$ cat config.mk
export PLATFORM = sky130hd
export DESIGN_NAME = flash_byte_prog
export DESIGN_NICKNAME = d
export VERILOG_FILES = /design/src/rtl/fbp_pkg.sv /design/src/rtl/fbp_bus_engine.sv /design/src/rtl/fbp_cmd_sel.sv /design/src/rtl/fbp_poll_ctr.sv /design/src/rtl/flash_byte_prog.sv
export SDC_FILE = /design/constraint.sdc
export NUM_CORES = 1
export LEC_CHECK = 0
export BUFFER_PORTS_ARGS = -buffer_cell sky130_fd_sc_hd__clkbuf_2
export CAP_MARGIN = 15
export CELL_PAD_IN_SITES_DETAIL_PLACEMENT = 0
export CELL_PAD_IN_SITES_GLOBAL_PLACEMENT = 2
export CORE_MARGIN = 2
export CORE_UTILIZATION = 37
export CTS_CLUSTER_DIAMETER = 80
export DETAILED_ROUTE_END_ITERATION = 8
export PLACE_DENSITY = 0.95
export SETUP_SLACK_MARGIN = 0.05
export SYNTH_ARGS = -nofsm -noshare
export SYNTH_HDL_FRONTEND = slang
export SYNTH_HIERARCHICAL = 1
export SYNTH_SLANG_ARGS = --single-unit
$ cat constraint.sdc
create_clock -name clk -period 5.5 [get_ports clk]
set_input_delay 0.55 -clock clk [delete_from_list [all_inputs] [get_ports clk]]
set_output_delay 0.55 -clock clk [all_outputs]
set_load 0.02 [all_outputs]
$ cat src/rtl/fbp_pkg.sv
package fbp_pkg;
  typedef enum logic [1:0] {
    PH_IDLE,
    PH_SETUP,
    PH_PULSE,
    PH_HOLD
  } bus_phase_t;

  typedef enum logic [2:0] {
    SQ_IDLE,
    SQ_PRECHK,
    SQ_WRITE,
    SQ_POLL,
    SQ_VERIFY
  } seq_state_t;
endpackage

$ cat src/rtl/fbp_bus_engine.sv
module fbp_bus_engine #(
  parameter int AW      = 22,
  parameter int DW      = 8,
  parameter int T_SETUP = 2,
  parameter int T_PULSE = 4,
  parameter int T_HOLD  = 1
) (
  input  logic          clk,
  input  logic          rst_n,
  input  logic          go,
  input  logic          go_write,
  input  logic [AW-1:0] go_addr,
  input  logic [DW-1:0] go_data,
  output logic          cyc_done,
  output logic [DW-1:0] rd_data,
  output logic          fl_ce_n,
  output logic          fl_we_n,
  output logic          fl_oe_n,
  output logic [AW-1:0] fl_addr,
  output logic [DW-1:0] fl_dq_o,
  output logic          fl_dq_oe,
  input  logic [DW-1:0] fl_dq_i
);
  import fbp_pkg::*;

  localparam int TMAX = (T_SETUP > T_PULSE) ? ((T_SETUP > T_HOLD) ? T_SETUP : T_HOLD)
                                            : ((T_PULSE > T_HOLD) ? T_PULSE : T_HOLD);
  localparam int CW = $clog2(TMAX + 1);

  bus_phase_t    ph;
  logic [CW-1:0] cnt;
  logic          is_wr;
  logic [AW-1:0] addr_q;
  logic [DW-1:0] data_q;

  always_ff @(posedge clk) begin
    if (!rst_n) begin
      ph       <= PH_IDLE;
      cnt      <= '0;
      is_wr    <= 1'b0;
      addr_q   <= '0;
      data_q   <= '0;
      rd_data  <= '0;
      cyc_done <= 1'b0;
    end else begin
      cyc_done <= 1'b0;
      unique case (ph)
        PH_IDLE: if (go) begin
          ph     <= PH_SETUP;
          cnt    <= CW'(T_SETUP - 1);
          is_wr  <= go_write;
          addr_q <= go_addr;
          data_q <= go_data;
        end
        PH_SETUP: if (cnt == '0) begin
          ph  <= PH_PULSE;
          cnt <= CW'(T_PULSE - 1);
        end else cnt <= cnt - 1'b1;
        PH_PULSE: if (cnt == '0) begin
          if (!is_wr) rd_data <= fl_dq_i;
          ph  <= PH_HOLD;
          cnt <= CW'(T_HOLD - 1);
        end else cnt <= cnt - 1'b1;
        PH_HOLD: if (cnt == '0) begin
          ph       <= PH_IDLE;
          cyc_done <= 1'b1;
        end else cnt <= cnt - 1'b1;
        default: ph <= PH_IDLE;
      endcase
    end
  end

  // Strobes come straight from the phase register; read and write never share a phase.
  assign fl_ce_n  = (ph == PH_IDLE);
  assign fl_we_n  = !((ph == PH_PULSE) && is_wr);
  assign fl_oe_n  = !((ph == PH_PULSE) && !is_wr);
  assign fl_dq_oe = is_wr && (ph != PH_IDLE);
  assign fl_addr  = addr_q;
  assign fl_dq_o  = data_q;
endmodule

$ cat src/rtl/fbp_cmd_sel.sv
module fbp_cmd_sel #(
  parameter int AW = 22,
  parameter int DW = 8,
  parameter logic [AW-1:0] A_FIRST  = AW'('h555),
  parameter logic [AW-1:0] A_SECOND = AW'('h2AA),
  parameter logic [DW-1:0] D_FIRST  = DW'('hAA),
  parameter logic [DW-1:0] D_SECOND = DW'('h55),
  parameter logic [DW-1:0] D_PROG   = DW'('hA0)
) (
  input  logic [1:0]    idx,
  input  logic [AW-1:0] tgt_addr,
  input  logic [DW-1:0] tgt_data,
  output logic [AW-1:0] cmd_addr,
  output logic [DW-1:0] cmd_data
);
  always_comb begin
    unique case (idx)
      2'd0:    begin cmd_addr = A_FIRST;  cmd_data = D_FIRST;  end
      2'd1:    begin cmd_addr = A_SECOND; cmd_data = D_SECOND; end
      2'd2:    begin cmd_addr = A_FIRST;  cmd_data = D_PROG;   end
      default: begin cmd_addr = tgt_addr; cmd_data = tgt_data; end
    endcase
  end
endmodule

$ cat src/rtl/fbp_poll_ctr.sv
module fbp_poll_ctr #(
  parameter int PW = 16
) (
  input  logic          clk,
  input  logic          rst_n,
  input  logic          clr,
  input  logic          inc,
  input  logic [PW-1:0] limit,
  output logic          last
);
  logic [PW-1:0] cnt;
  logic [PW-1:0] lim_q;
  logic [PW:0]   eff;

  always_ff @(posedge clk) begin
    if (!rst_n) begin
      cnt   <= '0;
      lim_q <= '0;
    end else if (clr) begin
      cnt   <= '0;
      lim_q <= limit;
    end else if (inc) begin
      cnt <= cnt + 1'b1;
    end
  end

  assign eff  = (lim_q == '0) ? (PW+1)'(1) : {1'b0, lim_q};
  assign last = ({1'b0, cnt} + (PW+1)'(1)) >= eff;
endmodule

$ cat src/rtl/flash_byte_prog.sv
module flash_byte_prog #(
  parameter int AW       = 22,
  parameter int DW       = 8,
  parameter int PW       = 16,
  parameter int T_SETUP  = 2,
  parameter int T_PULSE  = 4,
  parameter int T_HOLD   = 1,
  parameter int POLL_BIT = 7,
  parameter logic [AW-1:0] A_FIRST  = AW'('h555),
  parameter logic [AW-1:0] A_SECOND = AW'('h2AA),
  parameter logic [DW-1:0] D_FIRST  = DW'('hAA),
  parameter logic [DW-1:0] D_SECOND = DW'('h55),
  parameter logic [DW-1:0] D_PROG   = DW'('hA0)
) (
  input  logic          clk,
  input  logic          rst_n,
  input  logic          req_valid,
  output logic          req_ready,
  input  logic [AW-1:0] req_addr,
  input  logic [DW-1:0] req_data,
  input  logic          req_precheck,
  input  logic [PW-1:0] poll_limit,
  output logic          done,
  output logic          pass,
  output logic          fail,
  output logic          timeout,
  output logic          fl_ce_n,
  output logic          fl_we_n,
  output logic          fl_oe_n,
  output logic [AW-1:0] fl_addr,
  output logic [DW-1:0] fl_dq_o,
  output logic          fl_dq_oe,
  input  logic [DW-1:0] fl_dq_i
);
  import fbp_pkg::*;

  seq_state_t    st;
  logic [1:0]    wr_idx;
  logic [AW-1:0] t_addr;
  logic [DW-1:0] t_data;
  logic          launch;
  logic          cyc_done;
  logic [DW-1:0] rd_data;
  logic [AW-1:0] cmd_addr;
  logic [DW-1:0] cmd_data;
  logic          poll_last;
  logic          take;
  logic          bit_match;
  logic          poll_inc;

  assign req_ready = (st == SQ_IDLE);
  assign take      = req_valid && req_ready;
  assign bit_match = (rd_data[POLL_BIT] == t_data[POLL_BIT]);
  assign poll_inc  = (st == SQ_POLL) && cyc_done && !bit_match && !poll_last;

  fbp_cmd_sel #(
    .AW(AW), .DW(DW), .A_FIRST(A_FIRST), .A_SECOND(A_SECOND),
    .D_FIRST(D_FIRST), .D_SECOND(D_SECOND), .D_PROG(D_PROG)
  ) u_cmd (
    .idx(wr_idx), .tgt_addr(t_addr), .tgt_data(t_data),
    .cmd_addr(cmd_addr), .cmd_data(cmd_data)
  );

  fbp_poll_ctr #(.PW(PW)) u_poll (
    .clk(clk), .rst_n(rst_n), .clr(take), .inc(poll_inc),
    .limit(poll_limit), .last(poll_last)
  );

  fbp_bus_engine #(
    .AW(AW), .DW(DW), .T_SETUP(T_SETUP), .T_PULSE(T_PULSE), .T_HOLD(T_HOLD)
  ) u_bus (
    .clk(clk), .rst_n(rst_n), .go(launch), .go_write(st == SQ_WRITE),
    .go_addr((st == SQ_WRITE) ? cmd_addr : t_addr), .go_data(cmd_data),
    .cyc_done(cyc_done), .rd_data(rd_data),
    .fl_ce_n(fl_ce_n), .fl_we_n(fl_we_n), .fl_oe_n(fl_oe_n),
    .fl_addr(fl_addr), .fl_dq_o(fl_dq_o), .fl_dq_oe(fl_dq_oe), .fl_dq_i(fl_dq_i)
  );

  always_ff @(posedge clk) begin
    if (!rst_n) begin
      st      <= SQ_IDLE;
      wr_idx  <= '0;
      t_addr  <= '0;
      t_data  <= '0;
      launch  <= 1'b0;
      done    <= 1'b0;
      pass    <= 1'b0;
      fail    <= 1'b0;
      timeout <= 1'b0;
    end else begin
      launch <= 1'b0;
      done   <= 1'b0;
      unique case (st)
        SQ_IDLE: if (take) begin
          t_addr <= req_addr;
          t_data <= req_data;
          wr_idx <= '0;
          launch <= 1'b1;
          st     <= req_precheck ? SQ_PRECHK : SQ_WRITE;
        end
        SQ_PRECHK: if (cyc_done) begin
          if ((rd_data & t_data) != t_data) begin
            st <= SQ_IDLE; done <= 1'b1;
            pass <= 1'b0; fail <= 1'b1; timeout <= 1'b0;
          end else begin
            st <= SQ_WRITE; launch <= 1'b1;
          end
        end
        SQ_WRITE: if (cyc_done) begin
          launch <= 1'b1;
          if (wr_idx == 2'd3) st <= SQ_POLL;
          else wr_idx <= wr_idx + 1'b1;
        end
        SQ_POLL: if (cyc_done) begin
          if (bit_match) begin
            st <= SQ_VERIFY; launch <= 1'b1;
          end else if (poll_last) begin
            st <= SQ_IDLE; done <= 1'b1;
            pass <= 1'b0; fail <= 1'b0; timeout <= 1'b1;
          end else begin
            launch <= 1'b1;
          end
        end
        SQ_VERIFY: if (cyc_done) begin
          st <= SQ_IDLE; done <= 1'b1;
          pass <= (rd_data == t_data); fail <= (rd_data != t_data); timeout <= 1'b0;
        end
        default: st <= SQ_IDLE;
      endcase
    end
  end
endmodule

==> results.sh <==
export IMPL_status="completed"
export IMPL_wl_per_cell_um=13.8
export IMPL_seq_area_um2=2340
export IMPL_finalPower_mw=2.71
export IMPL_rows=47
export IMPL_drt_iter0_markers=254
export IMPL_cp_data_required_time_ps=5830
export IMPL_synth_cells=746
export IMPL_multi_input_area_um2=3570
export IMPL_wl_met1_mm=7.30
export IMPL_post_synth_top_area_fraction_pct=37.1
export IMPL_syn2layout_area_growth_pct=18.7
export IMPL_cts_resized=0
export IMPL_vias=5121
export IMPL_io_pins=97
export IMPL_overflow=0
export IMPL_dieArea_um2=18100
export IMPL_crit_chain="ha_1, and3_1, and3_1, nand3_1, xnor2_1, ha_1, a21oi_1, o22ai_1, a311oi_1, o211ai_1, nor4_2, buf_4, inv_1, or3_1, a21oi_1"
export IMPL_start_kind="register"
export IMPL_clk_path_buf_depth=2
export IMPL_highest_layer="met4"
export IMPL_setup_viol=0
export IMPL_ys_async_sr_fraction_pct=0
export IMPL_fill_cells=1652
export IMPL_cp_arrival_ps=4070
export IMPL_postCtsHoldBufs=0
export IMPL_synthTopCellsByArea="dfxtp_1 37%, nand2_1 9.9%, ha_1 6.5%"
export IMPL_slew_viol_final=0
export IMPL_fmax_mhz=268
export IMPL_cts_tree="built"
export IMPL_core_area_um2=16600
export IMPL_n_antenna_cell=0
export IMPL_worstSetupEndpointType="register"
export IMPL_met3WireLength_um=669
export IMPL_drcViolationCount=0
export IMPL_yosys_cell_types_count=59
export IMPL_p_leak_nw=3.02
export IMPL_skew_ps=5.08
export IMPL_synth_flop_cell="dfxtp_1"
export IMPL_grt_antenna_before_repair=0
export IMPL_seq_area_frac_synth_pct=37.1
export IMPL_peakVddDrop_v=0.000251
export IMPL_path_depth=15
export IMPL_drt_wl_total_mm=14.5
export IMPL_first_global_vias=4802
export IMPL_portBuffers=96
export IMPL_routed_wl_met2_mm=6.44
export IMPL_cap_violations=0
export IMPL_dp_slack_ps=1780
export IMPL_num_nets_final=911
export IMPL_worstMarginPinSlew_ps=1140
export IMPL_fin_crit_sh_pct=67.9
export IMPL_cp_top_family="simple AND/OR/NAND/NOR gates"
export IMPL_holdPathStages=3
export IMPL_setup_ws_ps=1760
export IMPL_relSlewSlack_pct=23.7
export IMPL_viasPerCell=4.86
export IMPL_rr_worst_depth=15
export IMPL_layout_drive_gt1_share_pct=20.9
export IMPL_hold_path_class="in -> reg"
export IMPL_globalplace_congestion=0.772
export IMPL_cts_sinks=117
export IMPL_cts_inserted_buffers=17
export IMPL_clk_latency_ps=410
export IMPL_yosys_warnings=6
export IMPL_tns_ps=0
export IMPL_yosys_area_top_type="dfxtp_1"
export IMPL_die_h_um=135
export IMPL_dpl_hpwl_mm=9.80
export IMPL_ant_nets=0
export IMPL_avgSynthCellArea_um2=8.46
export IMPL_cts_setup_buffers=0
export IMPL_cp_slowest_cell="dfxtp_1"
export IMPL_cts_root_buf="clkbuf_16"
export IMPL_rsz0062_at_grt="false"
export IMPL_die_x_um=135
export IMPL_cellPowerDensity_nw_per_um2=362
export IMPL_start_util_pct=37.9
export IMPL_critical_path_max_stage_delay_ps=450
export IMPL_synth_seq_cells=117
export IMPL_grt_pass1_wl_mm=23.7
export IMPL_synth_nets=837
export IMPL_path_class="reg -> reg"
export IMPL_final_hold_viol_count=0
export IMPL_htree_num_levels=4
export IMPL_first_pass_iters=4
export IMPL_grt_usage_pct=16.5
export IMPL_period_needed_ps=3740
export IMPL_path_buf_inv=2
export IMPL_critPathMaxFanout=14
export IMPL_syn_cell_area_um2=6310
export IMPL_clkTransAtPathRegs_ps=50
export IMPL_synth_edf_count=0
export IMPL_grt_max_degree=92
## where the power goes
group	switching, mW	internal, mW	leakage (nW)
sequential	0.0620	0.921	0.952
combinational	0.335	0.234	1.76
clock	0.384	0.778	0.304
total	0.781	1.93	3.02
## worst register-to-register path, delay by kind of cell (launching register included)
family                   cells  cell delay, ps
AO/OA/AOI/OAI                5             850
adder cells (fa/ha/maj)      2             570
buffers and inverters        2             350
XOR/XNOR                     1             140
AND/OR/NAND/NOR              5            1310
flip-flops                   1             450
## worst paths after layout
| kind | from | end | slack (ps) |
|---|---|---|---|
| worst max register to register | u_poll/cnt[0]$_SDFFE_PP0P_ | u_poll/cnt[7]$_SDFFE_PP0P_ | 1760 |
| worst min-delay path | req_addr[20] | t_addr[20]$_SDFFE_PN0P_ | 360 |
| worst max-delay path | u_poll/cnt[0]$_SDFFE_PP0P_ | u_poll/cnt[7]$_SDFFE_PP0P_ | 1760 |
| worst min register to register | timeout$_SDFFE_PN0P_ | timeout$_SDFFE_PN0P_ | 460 |
## logic make-up after synthesis
group                      after synthesis  share of synthesized area, %
AOI/OAI and AO/OA                      131                          14.4
xor gates and xnor gates                24                          3.33
adders and majority gates               33                          6.55
buffers and inverters                   89                          6.55
DFF                                    117                          37.1
muxes                                   50                          8.37
and+or+nand+nor                        302                          23.7
## final cells by class
| class | instances | area share (%) |
|---|---|---|
| multi-input cells | 540 | 47.6 |
| flip-flops and latches | 117 | 31.3 |
| repair buffers | 102 | 7.02 |
| clock buffers | 22 | 6.20 |
| well taps | 220 | 3.68 |
| inverters | 42 | 2.17 |
| clock inverters | 10 | 2.04 |
## placed cells by master, fill, tap and decap left out, types with 4 or more instances in the layout
master     instances
mux2_2            22
a21boi_1          38
buf_4              6
inv_1             41
clkbuf_16         17
o22ai_1            4
nand3_1           10
nand2b_1           5
ha_1              33
nand4_1           14
nand2_1          166
nor3_1             7
xor2_1            12
o21ai_0           10
a21oi_1           22
dfxtp_1          117
nor2_1            19
a21boi_0          33
mux2i_1           28
clkinv_2           5
or3_1              6
nor2b_1           29
and3_1            15
xnor2_1           12
bufinv_16          4
clkbuf_2          96
## metal layers
layer / up-vias / track usage (%)
li1: 2669 / -
met1: 2351 / 22.7
met2: 91 / 25.7
met3: 10 / 4.50
met4: 0 / 4.39
met5: - / 0
## state kept, by name, summed over array words and instances (netlist names), 2 cells and up
signal / cells
u_bus/fl_addr: 22
t_data: 8
u_bus/ph: 2
u_poll/lim_q: 16
u_bus/cnt: 3
u_bus/fl_dq_o: 8
t_addr: 22
wr_idx: 2
u_poll/cnt: 16
u_bus/rd_data: 8
st: 3
## synthesized netlist by cell type, types with 12 or more instances
cell type / instances
nor2_1: 19
a21boi_0: 33
dfxtp_1: 117
ha_1: 33
a21oi_1: 22
a21boi_1: 38
nand2_1: 166
mux2_2: 22
mux2i_1: 28
inv_1: 41
nand4_1: 14
nor2b_1: 29
xnor2_1: 12
clkbuf_1: 18
xor2_1: 12
and3_1: 15
buf_2: 20
## metrics by stage
| stage | util [%] | cells | cell area [um2] | hold WS (ps) |
|---|---|---|---|---|
| 2_1_floorplan | - | 746 | 6310 | 441 |
| 3_3_place_gp | 41.3 | 1021 | 6870 | 442 |
| 3_5_place_dp | 41.3 | 1021 | 6870 | 455 |
| 4_1_cts | 45.0 | 1053 | 7490 | 343 |
| 5_1_grt | 45.0 | 1053 | 7490 | 358 |
| 6_report | 45.0 | 1053 | 7490 | 359 |
Power figures use the tool's default switching activity.
